`config.mk`:
```
export PLATFORM = sky130hd
export DESIGN_NAME = irq_status_unit
export DESIGN_NICKNAME = d
export VERILOG_FILES = /design/src/rtl/irq_pkg.sv /design/src/rtl/irq_latch_bank.sv /design/src/rtl/irq_level_cmp.sv /design/src/rtl/irq_regfile.sv /design/src/rtl/irq_status_unit.sv
export SDC_FILE = /design/constraint.sdc
export NUM_CORES = 1
export LEC_CHECK = 0
export ABC_CLOCK_PERIOD_IN_PS = 3900
export BUFFER_PORTS_ARGS = -buffer_cell sky130_fd_sc_hd__clkbuf_2
export CAP_MARGIN = 20
export CORE_ASPECT_RATIO = 1.4
export CORE_MARGIN = 2
export CORE_UTILIZATION = 40
export CTS_BUF_LIST = sky130_fd_sc_hd__clkbuf_4 sky130_fd_sc_hd__clkbuf_8
export DETAILED_ROUTE_END_ITERATION = 8
export GPL_TIMING_DRIVEN = 0
export HOLD_SLACK_MARGIN = 0.02
export PLACE_DENSITY = 0.66
export REMOVE_ABC_BUFFERS = 1
export SLEW_MARGIN = 20
export SYNTH_ARGS = -nofsm -noshare
export SYNTH_HDL_FRONTEND = slang
export SYNTH_SLANG_ARGS = --single-unit
```
`constraint.sdc`:
```
create_clock -name clk -period 3.9 [get_ports clk]
set_clock_uncertainty 0.15 [all_clocks]
set_input_delay 0.585 -clock clk [delete_from_list [all_inputs] [get_ports clk]]
set_output_delay 0.585 -clock clk [all_outputs]
set_load 0.02 [all_outputs]
```
`src/rtl/irq_pkg.sv`:
```
package irq_pkg;
  localparam int NSRC = 12;

  localparam int B_RX_UNDER = 0;
  localparam int B_RX_OVER  = 1;
  localparam int B_RX_FULL  = 2;
  localparam int B_TX_OVER  = 3;
  localparam int B_TX_EMPTY = 4;
  localparam int B_RD_REQ   = 5;
  localparam int B_TX_ABORT = 6;
  localparam int B_RX_DONE  = 7;
  localparam int B_ACTIVITY = 8;
  localparam int B_STOP     = 9;
  localparam int B_START    = 10;
  localparam int B_GEN_CALL = 11;

  localparam logic [NSRC-1:0] LEVEL_BITS  = (NSRC'(1) << B_RX_FULL) | (NSRC'(1) << B_TX_EMPTY);
  localparam logic [NSRC-1:0] STICKY_BITS = ~LEVEL_BITS;

  localparam int AD_MASK     = 0;
  localparam int AD_MSTAT    = 1;
  localparam int AD_RAW      = 2;
  localparam int AD_TX_TH    = 3;
  localparam int AD_RX_TH    = 4;
  localparam int AD_CLR_ALL  = 8;
  localparam int AD_CLR_BASE = 16;
endpackage

```
`src/rtl/irq_latch_bank.sv`:
```
module irq_latch_bank
  import irq_pkg::*;
#(
  parameter int N = NSRC,
  parameter logic [N-1:0] KEEP = STICKY_BITS
) (
  input  logic         clk,
  input  logic         rst_n,
  input  logic [N-1:0] evt_i,
  input  logic [N-1:0] clr_i,
  output logic [N-1:0] lat_o
);
  for (genvar i = 0; i < N; i++) begin : g_bit
    if (KEEP[i]) begin : g_sticky
      logic q;
      // a new pulse overrides a clear landing in the same cycle
      always_ff @(posedge clk) begin
        if (!rst_n)        q <= 1'b0;
        else if (evt_i[i]) q <= 1'b1;
        else if (clr_i[i]) q <= 1'b0;
      end
      assign lat_o[i] = q;
    end else begin : g_level
      logic unused_evt;
      logic unused_clr;
      assign unused_evt = evt_i[i];
      assign unused_clr = clr_i[i];
      assign lat_o[i] = 1'b0;
    end
  end
endmodule

```
`src/rtl/irq_level_cmp.sv`:
```
module irq_level_cmp #(
  parameter int LVL_W = 7
) (
  input  logic [LVL_W-1:0] tx_level,
  input  logic [LVL_W-1:0] tx_thresh,
  input  logic [LVL_W-1:0] rx_level,
  input  logic [LVL_W-1:0] rx_thresh,
  output logic             tx_low,
  output logic             rx_high
);
  localparam int CW = LVL_W + 1;

  logic [CW-1:0] rx_lim;

  assign rx_lim  = {1'b0, rx_thresh} + CW'(1);
  assign tx_low  = (tx_level <= tx_thresh);
  assign rx_high = ({1'b0, rx_level} >= rx_lim);
endmodule

```
`src/rtl/irq_regfile.sv`:
```
module irq_regfile
  import irq_pkg::*;
#(
  parameter int N      = NSRC,
  parameter int ADDR_W = 6,
  parameter int DATA_W = 16,
  parameter int LVL_W  = 7
) (
  input  logic              clk,
  input  logic              rst_n,
  input  logic              bus_req,
  input  logic              bus_we,
  input  logic [ADDR_W-1:0] bus_addr,
  input  logic [DATA_W-1:0] bus_wdata,
  input  logic [N-1:0]      raw_i,
  output logic [N-1:0]      mask_o,
  output logic [LVL_W-1:0]  tx_th_o,
  output logic [LVL_W-1:0]  rx_th_o,
  output logic [N-1:0]      clr_o,
  output logic [DATA_W-1:0] bus_rdata,
  output logic              bus_rvalid
);
  localparam logic [ADDR_W-1:0] A_MASK  = ADDR_W'(AD_MASK);
  localparam logic [ADDR_W-1:0] A_MSTAT = ADDR_W'(AD_MSTAT);
  localparam logic [ADDR_W-1:0] A_RAW   = ADDR_W'(AD_RAW);
  localparam logic [ADDR_W-1:0] A_TXTH  = ADDR_W'(AD_TX_TH);
  localparam logic [ADDR_W-1:0] A_RXTH  = ADDR_W'(AD_RX_TH);
  localparam logic [ADDR_W-1:0] A_CALL  = ADDR_W'(AD_CLR_ALL);
  localparam logic [ADDR_W-1:0] A_CBASE = ADDR_W'(AD_CLR_BASE);
  localparam logic [ADDR_W-1:0] A_CEND  = ADDR_W'(AD_CLR_BASE + N);

  logic              rd_en, wr_en, in_one;
  logic [ADDR_W-1:0] off;
  logic [DATA_W-1:0] rd_mux;
  logic              unused_wd;

  assign rd_en  = bus_req && !bus_we;
  assign wr_en  = bus_req && bus_we;
  assign off    = bus_addr - A_CBASE;
  assign in_one = (bus_addr >= A_CBASE) && (bus_addr < A_CEND);
  assign unused_wd = ^bus_wdata;

  always_comb begin
    clr_o = '0;
    if (rd_en && bus_addr == A_CALL) clr_o = '1;
    else if (rd_en && in_one)        clr_o = {{(N-1){1'b0}}, 1'b1} << off;
  end

  always_comb begin
    case (bus_addr)
      A_MASK:  rd_mux = DATA_W'(mask_o);
      A_MSTAT: rd_mux = DATA_W'(raw_i & mask_o);
      A_RAW:   rd_mux = DATA_W'(raw_i);
      A_TXTH:  rd_mux = DATA_W'(tx_th_o);
      A_RXTH:  rd_mux = DATA_W'(rx_th_o);
      default: rd_mux = '0;
    endcase
  end

  always_ff @(posedge clk) begin
    if (!rst_n) begin
      mask_o  <= '0;
      tx_th_o <= '0;
      rx_th_o <= '0;
    end else if (wr_en) begin
      case (bus_addr)
        A_MASK: mask_o  <= bus_wdata[N-1:0];
        A_TXTH: tx_th_o <= bus_wdata[LVL_W-1:0];
        A_RXTH: rx_th_o <= bus_wdata[LVL_W-1:0];
        default: ;
      endcase
    end
  end

  always_ff @(posedge clk) begin
    if (!rst_n) begin
      bus_rvalid <= 1'b0;
      bus_rdata  <= '0;
    end else begin
      bus_rvalid <= rd_en;
      if (rd_en) bus_rdata <= rd_mux;
    end
  end
endmodule

```
`src/rtl/irq_status_unit.sv`:
```
module irq_status_unit
  import irq_pkg::*;
#(
  parameter int LVL_W  = 7,
  parameter int ADDR_W = 6,
  parameter int DATA_W = 16
) (
  input  logic              clk,
  input  logic              rst_n,
  input  logic [NSRC-1:0]   evt_pulse,
  input  logic [LVL_W-1:0]  tx_level,
  input  logic [LVL_W-1:0]  rx_level,
  input  logic              bus_req,
  input  logic              bus_we,
  input  logic [ADDR_W-1:0] bus_addr,
  input  logic [DATA_W-1:0] bus_wdata,
  output logic [DATA_W-1:0] bus_rdata,
  output logic              bus_rvalid,
  output logic              irq_o
);
  logic [NSRC-1:0]  lat_q, clr_vec, mask_q, raw_w, lvl_w;
  logic [LVL_W-1:0] tx_th_q, rx_th_q;
  logic             tx_low, rx_high;

  irq_latch_bank #(.N(NSRC), .KEEP(STICKY_BITS)) u_latch (
    .clk(clk), .rst_n(rst_n), .evt_i(evt_pulse), .clr_i(clr_vec), .lat_o(lat_q)
  );

  irq_level_cmp #(.LVL_W(LVL_W)) u_cmp (
    .tx_level(tx_level), .tx_thresh(tx_th_q),
    .rx_level(rx_level), .rx_thresh(rx_th_q),
    .tx_low(tx_low), .rx_high(rx_high)
  );

  always_comb begin
    lvl_w = '0;
    lvl_w[B_TX_EMPTY] = tx_low;
    lvl_w[B_RX_FULL]  = rx_high;
  end

  assign raw_w = lat_q | lvl_w;
  assign irq_o = |(raw_w & mask_q);

  irq_regfile #(.N(NSRC), .ADDR_W(ADDR_W), .DATA_W(DATA_W), .LVL_W(LVL_W)) u_regs (
    .clk(clk), .rst_n(rst_n),
    .bus_req(bus_req), .bus_we(bus_we), .bus_addr(bus_addr), .bus_wdata(bus_wdata),
    .raw_i(raw_w), .mask_o(mask_q), .tx_th_o(tx_th_q), .rx_th_o(rx_th_q),
    .clr_o(clr_vec), .bus_rdata(bus_rdata), .bus_rvalid(bus_rvalid)
  );
endmodule

```
==> impl_results.md <==
* Setup total negative slack at 0 ps
* Critical Path RT at 3160 ps
* Synth Cell Area at 0.002776 mm²
* PD cells at 308.3 mW/mm²
* Comb pwr share at 0.125
* Grt ovf at 0
* Final count of negative-setup-slack endpoints at 0
* CTS hold repair buffers at 0
* Yosys cell types at 42
* Max cap viols at 0
* Postcts setup bufs at 0
* Peak VDD IR at 0.2158 mV
* Post-synth top area share at 0.3533
* Reg2reg start: u_regs.rx_th_o[0]
* Boundary Pins at 70
* Pre-Repair DR Iteration Count at 4
* Sequential share of power at 0.524
* Switching share of total power at 0.2427
* Worst-Margin Slew at 863.7 ps
* Die ar. at 0.007633 mm²
* H-Tree Depth at 2
* Row cnt at 35
* Sink Count at 49
* Vias in the first global route at 2,347
* Avg Cell Area, Syn at 8.899 µm²
* ANT cells at 0
* Ys async rst share at 0
* Initial Utilization at 0.4171
* TritonCTS clock tree: built
* Worst Setup SP: u_regs.rx_th_o[0]
* Synth warn at 0
* Vias per inst at 5.178
* DR WL/cell at 14.54 µm
* Top_reg_cell synth: dfxtp_1
* Net Sw Power at 0.0002415 W
* RePlAce Congestion at 0.8266
* Filler cell count at 694
* Leading post-synthesis cells by cell area: dfxtp_1, mux2i_1, nor2b_1
* Min-delay src: evt_pulse[5]
* Worst min-delay path category: in -> reg
* Worst Path Arrival at 2550 ps
* Synthesized instance count at 312
* Area Growth Syn to Fin at 16.22%
* Initial antenna violation count at 0
* Pleak at 1.283 nW
* Die Y at 102.6 µm
* # DRC at 0
* Crit-path most repeated cell: ha_1
* Fmax at 304.5 MHz
* Count leader, synth: dfxtp_1
* Post-route ant nets at 0
* Clock-pin slew on the worst setup and hold paths at 90 ps
* Root Driver: clkbuf_8
* Final hold violation count at 0
* Max incr delay on CP at 450 ps
* Clock power frac at 0.351
* EDFF count, synth at 0
* First-pass GRT wire length at 10,940 µm
* Worst relative slew slack at 0.4242
* Dpl cells at 449
* Crit-path cells: ha_1, nand2_1, nor2_1, xnor2_1, ha_1, a21oi_1, o21ai_0, a2bb2oi_1, a221o_1, clkbuf_2
* CTS max path bufs at 2
* Largest net degree at the start of global routing at 54
* Non-Filler Instances at 456
* CP Max Fanout at 5
* Max-slew violation count at 0
* Register bit total from synthesis at 49
* Core box area at 0.006656 mm²
* Sequential area share after synthesis at 0.3533
* Die Wd at 74.41 µm
* Synth area leader: dfxtp_1
* RSZ-0062 raised after global routing: false
* Crit path launch type: flop
* # resized after CTS at 0
* Vias at 2,361
* Port bufs at 59
* Pwr Total at 0.0009949 W
* Internal power at 0.0007534 W
* Crit path time final at 3284 ps
* Setup CP Type: reg -> out
* Dpl hpwl at 5090 µm
* Crit. End Element: output port
* CP max-delay cell: dfxtp_1
* Detailed Route Iter0 Violations at 138
* Total track usage at 0.1876
* Share of post-route cells with drive strength above 1 at 0.2033
* Commonest cells in the netlist: dfxtp_1, nor2b_1, mux2i_1
* Final net count at 433
* Status: finished clean
* Total Wirelength at 6629 µm
* Post-route clock period utilization at 0.8421
* Num CTS Buffers at 5
* Worst skew pair latency at 300 ps
==> cells in the final DEF, fill, tap and decap left out, types with 6 or more instances in the layout <==
master | synthesis | final
mux2i_1 | 26 | 26
a22oi_1 | 8 | 8
a21oi_1 | 19 | 19
nor2_1 | 12 | 12
nor2b_1 | 37 | 37
clkbuf_2 | 0 | 59
nand3_1 | 9 | 9
o21ai_0 | 13 | 13
inv_1 | 17 | 17
dfxtp_1 | 49 | 49
nand2_1 | 19 | 19
nand2b_1 | 6 | 6
ha_1 | 17 | 17
==> registers in the layout, summed over array words and instances (netlist names) <==
signal and count:
u_latch.g_bit.g_sticky.q 10, u_regs.bus_rdata 12, u_regs.bus_rvalid 1, u_regs.mask_o 12, u_regs.rx_th_o 7, u_regs.tx_th_o 7
==> power by group through the flow <==
stage / Sequential, W / Clock (W) / Combinational, W
after floorplan: 0.000535 / 0 / 0.0000649
after global placement: 0.000533 / 0 / 0.000121
after detailed placement: 0.000533 / 0 / 0.000125
after CTS: 0.000521 / 0.000356 / 0.000125
after global routing: 0.000524 / 0.000378 / 0.000141
final: 0.000522 / 0.000349 / 0.000124
==> cell type report <==
cell class | count | area, µm² | share of cell area
flip-flops and latches | 49 | 980.9 | 0.3040
multi-input cells | 230 | 1657 | 0.5134
clock buffers | 5 | 68.82 | 0.02133
inverters | 18 | 67.56 | 0.02094
well taps | 92 | 115.1 | 0.03567
repair buffers | 60 | 302.8 | 0.09383
clock inverters | 2 | 35.03 | 0.01086
==> path summary, 6_finish.rpt <==
check	to	slack, ps	cells past startpoint
worst min-delay path	u_latch.g_bit[5].g_sticky.q	320	3
worst max-delay path	irq_o	620	10
worst min register to register	u_latch.g_bit[6].g_sticky.q	350	2
worst max register to register	u_regs.bus_rdata[2]	1600	9
==> cell families (layout without fill, tap and decap cells) <==
group                      after synthesis  count (layout)  synth area share
adders and majority gates               17              17           0.07661
AOI/OAI and AO/OA                       75              75            0.1861
buffers and inverters                   36              85           0.05723
muxes                                   26              26           0.09374
other                                    1               4          0.001351
DFF                                     49              49            0.3533
xor gates and xnor gates                 6               6           0.01893
and+or+nand+nor                        102             102            0.2127
==> worst max-delay path, delay by kind of cell (launching register included) <==
family                   cells  cell delay, ps
AND/OR/NAND/NOR              2             210
adder cells (fa/ha/maj)      2             520
buffers and inverters        1             160
flip-flops                   1             450
AO/OA/AOI/OAI                4             770
XOR/XNOR                     1             130
==> layer usage <==
metal  track usage  part of all wire  up-vias
met2        0.3261              0.52       70
met1        0.2277              0.41     1071
met5             0                 0        -
met3       0.03226             0.044       13
li1              -                 -     1207
met4       0.07280             0.027        0
==> through the flow <==
| stage | util | hold WS (ps) | setup slack (ps) | cell area (µm²) |
|---|---|---|---|---|
| 2_1_floorplan | - | 317.0 | 1055 | 2696 |
| 3_3_place_gp | 0.4667 | 331.7 | 328.1 | 3107 |
| 3_5_place_dp | 0.4692 | 324.5 | 926.1 | 3123 |
| 4_1_cts | 0.4848 | 316.8 | 588.5 | 3227 |
| 5_1_grt | 0.4848 | 321.7 | 430.5 | 3227 |
| 6_report | 0.4848 | 320.5 | 616.0 | 3227 |
No activity file was read; power rests on OpenSTA's default activity.
